[src/rtl/sframe_pkg.sv]
// Shared constants and types for the framed serial word receiver.
package sframe_pkg;

    // Framing scheme selected by the static mode pin.
    typedef enum logic {
        FRAME_PULSE = 1'b0,
        FRAME_CTRL  = 1'b1
    } frame_mode_e;

    // Bit positions of the serial wires inside the synchronizer vector.
    localparam int unsigned IDX_DATA = 0;
    localparam int unsigned IDX_SYNC = 1;
    localparam int unsigned IDX_SCLK = 2;
    localparam int unsigned N_WIRES  = 3;

    // Idle levels: clock high, sync high (inactive), data low.
    localparam logic [N_WIRES-1:0] WIRE_IDLE = 3'b110;

endpackage

[src/rtl/sframe_sync.sv]
// Multi-stage synchronizer for a vector of asynchronous wires.
// Assumes each wire is stable for several system clocks between changes;
// the stages only guard against metastability, not against bus skew.
module sframe_sync #(
    parameter int unsigned WIDTH   = 3,
    parameter int unsigned STAGES  = 2,
    parameter logic [WIDTH-1:0] RST_VAL = '0
) (
    input  logic             clk,
    input  logic             rst_n,
    input  logic [WIDTH-1:0] async_in,
    output logic [WIDTH-1:0] sync_out
);

    logic [WIDTH-1:0] stage_q [STAGES];

    generate
        for (genvar s = 0; s < STAGES; s++) begin : g_stage
            // Stage s: take the wire (s==0) or the previous stage.
            always_ff @(posedge clk) begin
                if (!rst_n) begin
                    stage_q[s] <= RST_VAL;
                end else if (s == 0) begin
                    stage_q[s] <= async_in;
                end else begin
                    stage_q[s] <= stage_q[(s == 0) ? 0 : s-1];
                end
            end
        end
    endgenerate

    assign sync_out = stage_q[STAGES-1];

endmodule

[src/rtl/sframe_ctrl.sv]
// Frame control: edge detection on the synchronized serial clock and sync,
// bit counter, shift register, frame abort and word-complete strobe.
// Assumes the mode input is static while a word is in flight.
module sframe_ctrl
    import sframe_pkg::*;
#(
    parameter int unsigned WORD_W = 16,
    localparam int unsigned CNT_W = $clog2(WORD_W + 1)
) (
    input  logic              clk,
    input  logic              rst_n,
    input  frame_mode_e       mode,
    input  logic              sclk_s,
    input  logic              sync_s,
    input  logic              din_s,
    output logic              ser_fall,
    output logic [CNT_W-1:0]  bit_cnt,
    output logic              word_valid,
    output logic [WORD_W-1:0] word_data
);

    localparam logic [CNT_W-1:0] CNT_FULL = CNT_W'(WORD_W);
    localparam logic [CNT_W-1:0] CNT_LAST = CNT_W'(WORD_W - 1);

    logic              sclk_p, sync_p;
    logic              sync_rise, sync_fall;
    logic              busy;
    logic              pulse_start, take;
    logic [CNT_W-1:0]  cnt_base;
    logic [WORD_W-1:0] shreg;
    logic [WORD_W-1:0] shreg_next;

    // Previous levels for edge detection.
    always_ff @(posedge clk) begin
        if (!rst_n) begin
            sclk_p <= 1'b1;
            sync_p <= 1'b1;
        end else begin
            sclk_p <= sclk_s;
            sync_p <= sync_s;
        end
    end

    // Edge flags and the decision whether this edge carries a data bit.
    always_comb begin
        ser_fall    = sclk_p & ~sclk_s;
        sync_rise   = ~sync_p & sync_s;
        sync_fall   = sync_p & ~sync_s;
        pulse_start = (mode == FRAME_PULSE) && sync_fall && !busy;
        cnt_base    = pulse_start ? '0 : bit_cnt;
        shreg_next  = {shreg[WORD_W-2:0], din_s};
        if (mode == FRAME_CTRL) begin
            take = ser_fall && !sync_s && (bit_cnt != CNT_FULL);
        end else begin
            take = ser_fall && (busy || pulse_start);
        end
    end

    // Counter, shift register and delivery for both framing schemes.
    always_ff @(posedge clk) begin
        if (!rst_n) begin
            busy       <= 1'b0;
            bit_cnt    <= '0;
            shreg      <= '0;
            word_valid <= 1'b0;
            word_data  <= '0;
        end else begin
            word_valid <= 1'b0;
            if (mode == FRAME_CTRL) begin
                busy <= 1'b0;
                if (sync_rise) begin
                    if (bit_cnt == CNT_FULL) begin
                        word_valid <= 1'b1;
                        word_data  <= shreg;
                    end
                    bit_cnt <= '0;
                end else if (sync_s) begin
                    bit_cnt <= '0;
                end else if (take) begin
                    shreg   <= shreg_next;
                    bit_cnt <= bit_cnt + 1'b1;
                end
            end else begin
                if (take) begin
                    shreg <= shreg_next;
                    if (cnt_base == CNT_LAST) begin
                        word_valid <= 1'b1;
                        word_data  <= shreg_next;
                        busy       <= 1'b0;
                        bit_cnt    <= '0;
                    end else begin
                        busy    <= 1'b1;
                        bit_cnt <= cnt_base + 1'b1;
                    end
                end else if (pulse_start) begin
                    busy    <= 1'b1;
                    bit_cnt <= '0;
                end
            end
        end
    end

endmodule

[src/rtl/sframe_chain.sv]
// Daisy-chain delay line: shifts the synchronized data on every serial
// clock falling edge and gates the oldest bit with the enable.
// Assumes the caller supplies a one-system-cycle falling-edge flag.
module sframe_chain #(
    parameter int unsigned DEPTH = 16
) (
    input  logic clk,
    input  logic rst_n,
    input  logic shift_en,
    input  logic din_s,
    input  logic out_en,
    output logic dout
);

    logic [DEPTH-1:0] line_q;

    // Shift register advancing once per serial falling edge.
    always_ff @(posedge clk) begin
        if (!rst_n) begin
            line_q <= '0;
        end else if (shift_en) begin
            line_q <= {line_q[DEPTH-2:0], din_s};
        end
    end

    assign dout = out_en & line_q[DEPTH-1];

endmodule

[src/rtl/sframe_rx.sv]
// Framed serial word receiver top: synchronizes the three serial wires,
// runs frame control and the daisy-chain delay line.
// Assumes mode_mcu is static and chain_en is synchronous to clk.
module sframe_rx
    import sframe_pkg::*;
#(
    parameter int unsigned WORD_W      = 16,
    parameter int unsigned SYNC_STAGES = 2,
    localparam int unsigned CNT_W      = $clog2(WORD_W + 1)
) (
    input  logic              clk,
    input  logic              rst_n,
    input  logic              ser_clk,
    input  logic              ser_din,
    input  logic              ser_sync_n,
    input  logic              mode_mcu,
    input  logic              chain_en,
    output logic              word_valid,
    output logic [WORD_W-1:0] word_data,
    output logic              ser_dout
);

    logic [N_WIRES-1:0] wires_raw, wires_s;
    logic               ser_fall;
    logic [CNT_W-1:0]   bit_cnt;
    frame_mode_e        mode;

    // Pack the serial wires into one vector for the synchronizer.
    always_comb begin
        wires_raw           = '0;
        wires_raw[IDX_SCLK] = ser_clk;
        wires_raw[IDX_SYNC] = ser_sync_n;
        wires_raw[IDX_DATA] = ser_din;
        mode                = mode_mcu ? FRAME_CTRL : FRAME_PULSE;
    end

    sframe_sync #(
        .WIDTH   (N_WIRES),
        .STAGES  (SYNC_STAGES),
        .RST_VAL (WIRE_IDLE)
    ) u_sync (
        .clk      (clk),
        .rst_n    (rst_n),
        .async_in (wires_raw),
        .sync_out (wires_s)
    );

    sframe_ctrl #(
        .WORD_W (WORD_W)
    ) u_ctrl (
        .clk        (clk),
        .rst_n      (rst_n),
        .mode       (mode),
        .sclk_s     (wires_s[IDX_SCLK]),
        .sync_s     (wires_s[IDX_SYNC]),
        .din_s      (wires_s[IDX_DATA]),
        .ser_fall   (ser_fall),
        .bit_cnt    (bit_cnt),
        .word_valid (word_valid),
        .word_data  (word_data)
    );

    sframe_chain #(
        .DEPTH (WORD_W)
    ) u_chain (
        .clk      (clk),
        .rst_n    (rst_n),
        .shift_en (ser_fall),
        .din_s    (wires_s[IDX_DATA]),
        .out_en   (chain_en),
        .dout     (ser_dout)
    );

endmodule

[config.mk]
export PLATFORM = sky130hd
export DESIGN_NAME = sframe_rx
export DESIGN_NICKNAME = d
export VERILOG_FILES = /design/src/rtl/sframe_pkg.sv /design/src/rtl/sframe_sync.sv /design/src/rtl/sframe_ctrl.sv /design/src/rtl/sframe_chain.sv /design/src/rtl/sframe_rx.sv
export SDC_FILE = /design/constraint.sdc
export NUM_CORES = 1
export LEC_CHECK = 0
export CORE_ASPECT_RATIO = 0.5
export CORE_MARGIN = 2
export CORE_UTILIZATION = 55
export DETAILED_ROUTE_END_ITERATION = 8
export HOLD_SLACK_MARGIN = 0.02
export PLACE_DENSITY = 0.76
export SLEW_MARGIN = 5
export SYNTH_ARGS = -nofsm -noshare
export SYNTH_HDL_FRONTEND = slang
export SYNTH_HIERARCHICAL = 1
export SYNTH_SLANG_ARGS = --single-unit
[constraint.sdc]
create_clock -name clk -period 3.8 [get_ports clk]
set_input_delay 1.14 -clock clk [delete_from_list [all_inputs] [get_ports clk]]
set_output_delay 1.14 -clock clk [all_outputs]
set_load 0.005 [all_outputs]
==> metrics.md, run 1 <==
| Metric | Value |
|---|---|
| Status | `completed` |
| Sequential area share after synthesis | `0.433` |
| Synth cell types | `49` |
| VDD IR max | `276 uV` |
| # Max-Cap Violations | `0` |
| CP Max Fanout | `1` |
| Antenna Cells | `0` |
| Final setup viols | `0` |
| Pin count of the biggest net entering global routing | `56` |
| Busiest layer in global routing | `met2` |
| Final nets | `323` |
| Post-CTS Setup Inserts | `0` |
| Final Max Tran Viols | `0` |
| CTS root buf | `clkbuf_8` |
| Worst EP arrival | `2.19 ns` |
| Max Freq | `300 MHz` |
| Reg2Reg Capture Point | `u_ctrl/word_data[15]$_SDFFE_PN0P_` |
| Clock buffer count from CTS | `9` |
| Worst Max-Slew Pin Slew | `0.835 ns` |
| Htree depth | `3` |
| Post-synth net total | `305` |
| Setup repair after global routing missed its margin | `false` |
| Leak | `1.34 nW` |
| Power Total | `1.23 mW` |
| EDFF count, synth | `0` |
| Share of post-route cells with drive strength above 1 | `0.0881` |
| Vias in the first global route | `2021` |
| Via-to-Cell Ratio | `5.65` |
| Share of flip-flops with an asynchronous set or reset | `0` |
| Synth top area cells | `dfxtp_1 43%, mux2i_1 11%, o211a_1 5.5%` |
| Final Util | `0.661` |
| PortBufs | `24` |
| Yosys reg bits | `63` |
| Post-CTS resize count | `0` |
| Core area | `0.00502 mm2` |
| Synthesized area per cell | `9.88 um2` |
| Drt total wl | `5.46 mm` |
| Data required, critical path | `2.66 ns` |
| Met2 usage in global routing | `0.318` |
| First drt pass iteration count | `4` |
| Die height | `55.5 um` |
| TritonCTS Sinks | `63` |
| Area Growth Syn to Fin | `13.9%` |
| Hold WC Path Type | `reg -> reg` |
| Final RePlAce weighted congestion | `0.913` |
| Worst setup path end | `ser_dout` |
| Post-route ant nets | `0` |
| Worst R2R Start | `u_sync/stage_q[1][1]$_SDFF_PN1_` |
| Met1 GRT Util | `0.252` |
| Syn Std Cell Area | `0.00291 mm2` |
| Crit Path Class | `in -> out` |
| Total negative slack | `0 ns` |
| Setup crit end kind | `output port` |
| Worst skew pair latency | `0.32 ns` |
| Cell Pwr Density | `370 mW/mm2` |
| Antenna violations before repair | `0` |
| Yosys synthesis warning count | `6` |
| Slew headroom | `0.443` |
| Biggest area consumer among synthesized cells | `dfxtp_1` |
| Die ar. | `0.00593 mm2` |
| Syn Inst Count | `295` |
| Final Cycle Share | `0.876` |
| Cells on worst reg2reg path | `8` |
| Fin crit period | `3.33 ns` |
| Synth Flop Type | `dfxtp_1` |
| Fillers | `433` |
| Post-route setup slack | `0.470 ns` |
| First-pass GRT wire length | `9.26 mm` |
| Crit start category | `input pin` |
| Most frequent cell after synthesis | `dfxtp_1` |
| Clk pin slew, worst setup/hold paths | `0.06 ns` |
| Crit path from | `chain_en` |
| Hold-fix buffers, CTS | `0` |
| TritonCTS clock tree | `yes` |
| Via count | `2192` |
| Worst R2R Setup Slack | `1.52 ns` |
| Pre-CTS WS | `0.461 ns` |
| Met3 usage | `0.0649` |
| Post-DP HPWL | `3.56 mm` |
| Initial DRC Count | `117` |
| # IOs | `25` |
| # DRC | `0` |
| Total track usage | `0.196` |
| Wire per inst | `14.1 um` |
| Initial Utilization | `0.580` |
| Row count | `18` |
| GR Overflow Total | `0` |
| Die span in x | `107 um` |
| Final hold vios | `0` |
| Longest Clk Path Bufs | `2` |
| Yosys top cell area share | `0.433` |
| Skew final | `0.00603 ns` |
| List of most frequent post-synthesis cells | `63 x dfxtp_1, 32 x mux2i_1, 22 x nand3_1` |
report_power, final:
part           internal [mW]  switching, mW
clock network          0.271          0.234
logic                 0.0256         0.0301
registers              0.665        0.00403
critical path: stages:
cell,delay (ns)
clkdlybuf4s50_1,0.44
and2_1,0.11
clkdlybuf4s50_1,0.49
worst min path at each step:
stage                                          from                               to  cells past startpoint
detailed placement  u_sync/stage_q[0][2]$_SDFF_PN1_  u_sync/stage_q[1][2]$_SDFF_PN1_                      1
finish              u_sync/stage_q[0][2]$_SDFF_PN1_  u_sync/stage_q[1][2]$_SDFF_PN1_                      1
CTS                 u_sync/stage_q[0][2]$_SDFF_PN1_  u_sync/stage_q[1][2]$_SDFF_PN1_                      1
floorplan           u_sync/stage_q[0][1]$_SDFF_PN1_  u_sync/stage_q[1][1]$_SDFF_PN1_                      1
global placement    u_sync/stage_q[0][1]$_SDFF_PN1_  u_sync/stage_q[1][1]$_SDFF_PN1_                      1
global route        u_sync/stage_q[0][2]$_SDFF_PN1_  u_sync/stage_q[1][2]$_SDFF_PN1_                      1
routing by layer:
| layer | part of all wire | routed length [um] | up-vias |
|---|---|---|---|
| li1 | - | - | 1095 |
| met1 | 0.48 | 2630 | 1047 |
| met2 | 0.46 | 2540 | 48 |
| met3 | 0.051 | 278 | 2 |
| met4 | 0.0024 | 13 | 0 |
| met5 | 0 | 0 | - |
stage by stage:
step / hold WS, ns / std cells / area [um2]
final: 0.411 / 388 / 3320
after global routing: 0.424 / 388 / 3320
after CTS: 0.414 / 388 / 3320
after detailed placement: 0.399 / 372 / 3140
after global placement: 0.389 / 372 / 3140
after floorplan: 0.386 / 295 / 2910
cell usage in the layout, fill, tap and decap left out, types with 4 or more instances in the layout:
cell / n
dfxtp_1: 63
mux2i_1: 32
clkdlybuf4s50_1: 24
nand3_1: 22
nand2_1: 19
nor2b_1: 17
o211a_1: 16
o21ai_0: 13
clkbuf_8: 11
o21ai_1: 11
a21boi_1: 10
nand2b_1: 9
a21boi_0: 6
and2_1: 5
inv_1: 5
nor2_1: 5
buf_4: 4
a31oi_1: 4
registers in the layout, summed over array words and instances (netlist names):
register and count:
u_chain/line_q 16, u_ctrl/bit_cnt 5, u_ctrl/busy 1, u_ctrl/sclk_p 1, u_ctrl/shreg 16, u_ctrl/sync_p 1, u_ctrl/word_data 16, u_ctrl/word_valid 1
u_sync/stage_q 6
layout make-up:
type | count | area (um2) | share of cell area
inverter | 6 | 22.5 | 0.00679
tap | 70 | 87.6 | 0.0264
clock inverter | 3 | 17.5 | 0.00528
sequential | 63 | 1260 | 0.380
timing repair buffer | 29 | 290 | 0.0875
clock buffer | 13 | 159 | 0.0479
multi-input combinational | 204 | 1480 | 0.446
logic make-up after synthesis:
family,Yosys count,synth area share
AOI/OAI and AO/OA,71,0.183
xor gates and xnor gates,1,0.00301
adders and majority gates,3,0.0129
buffers and inverters,28,0.0593
DFF,63,0.433
muxes,32,0.110
and+or+nand+nor,97,0.199
No activity file was read; power rests on OpenSTA's default activity.
==> inputs of run 2 (changes only) <==
--- a/config.mk
+++ b/config.mk
@@ -11,7 +11,7 @@
 export DETAILED_ROUTE_END_ITERATION = 8
 export HOLD_SLACK_MARGIN = 0.02
 export PLACE_DENSITY = 0.76
-export SLEW_MARGIN = 5
+export SLEW_MARGIN = 15
 export SYNTH_ARGS = -nofsm -noshare
 export SYNTH_HDL_FRONTEND = slang
 export SYNTH_HIERARCHICAL = 1
==> results of run 2 <==
Final layout, timing and power as in run 1 (identical DEF).
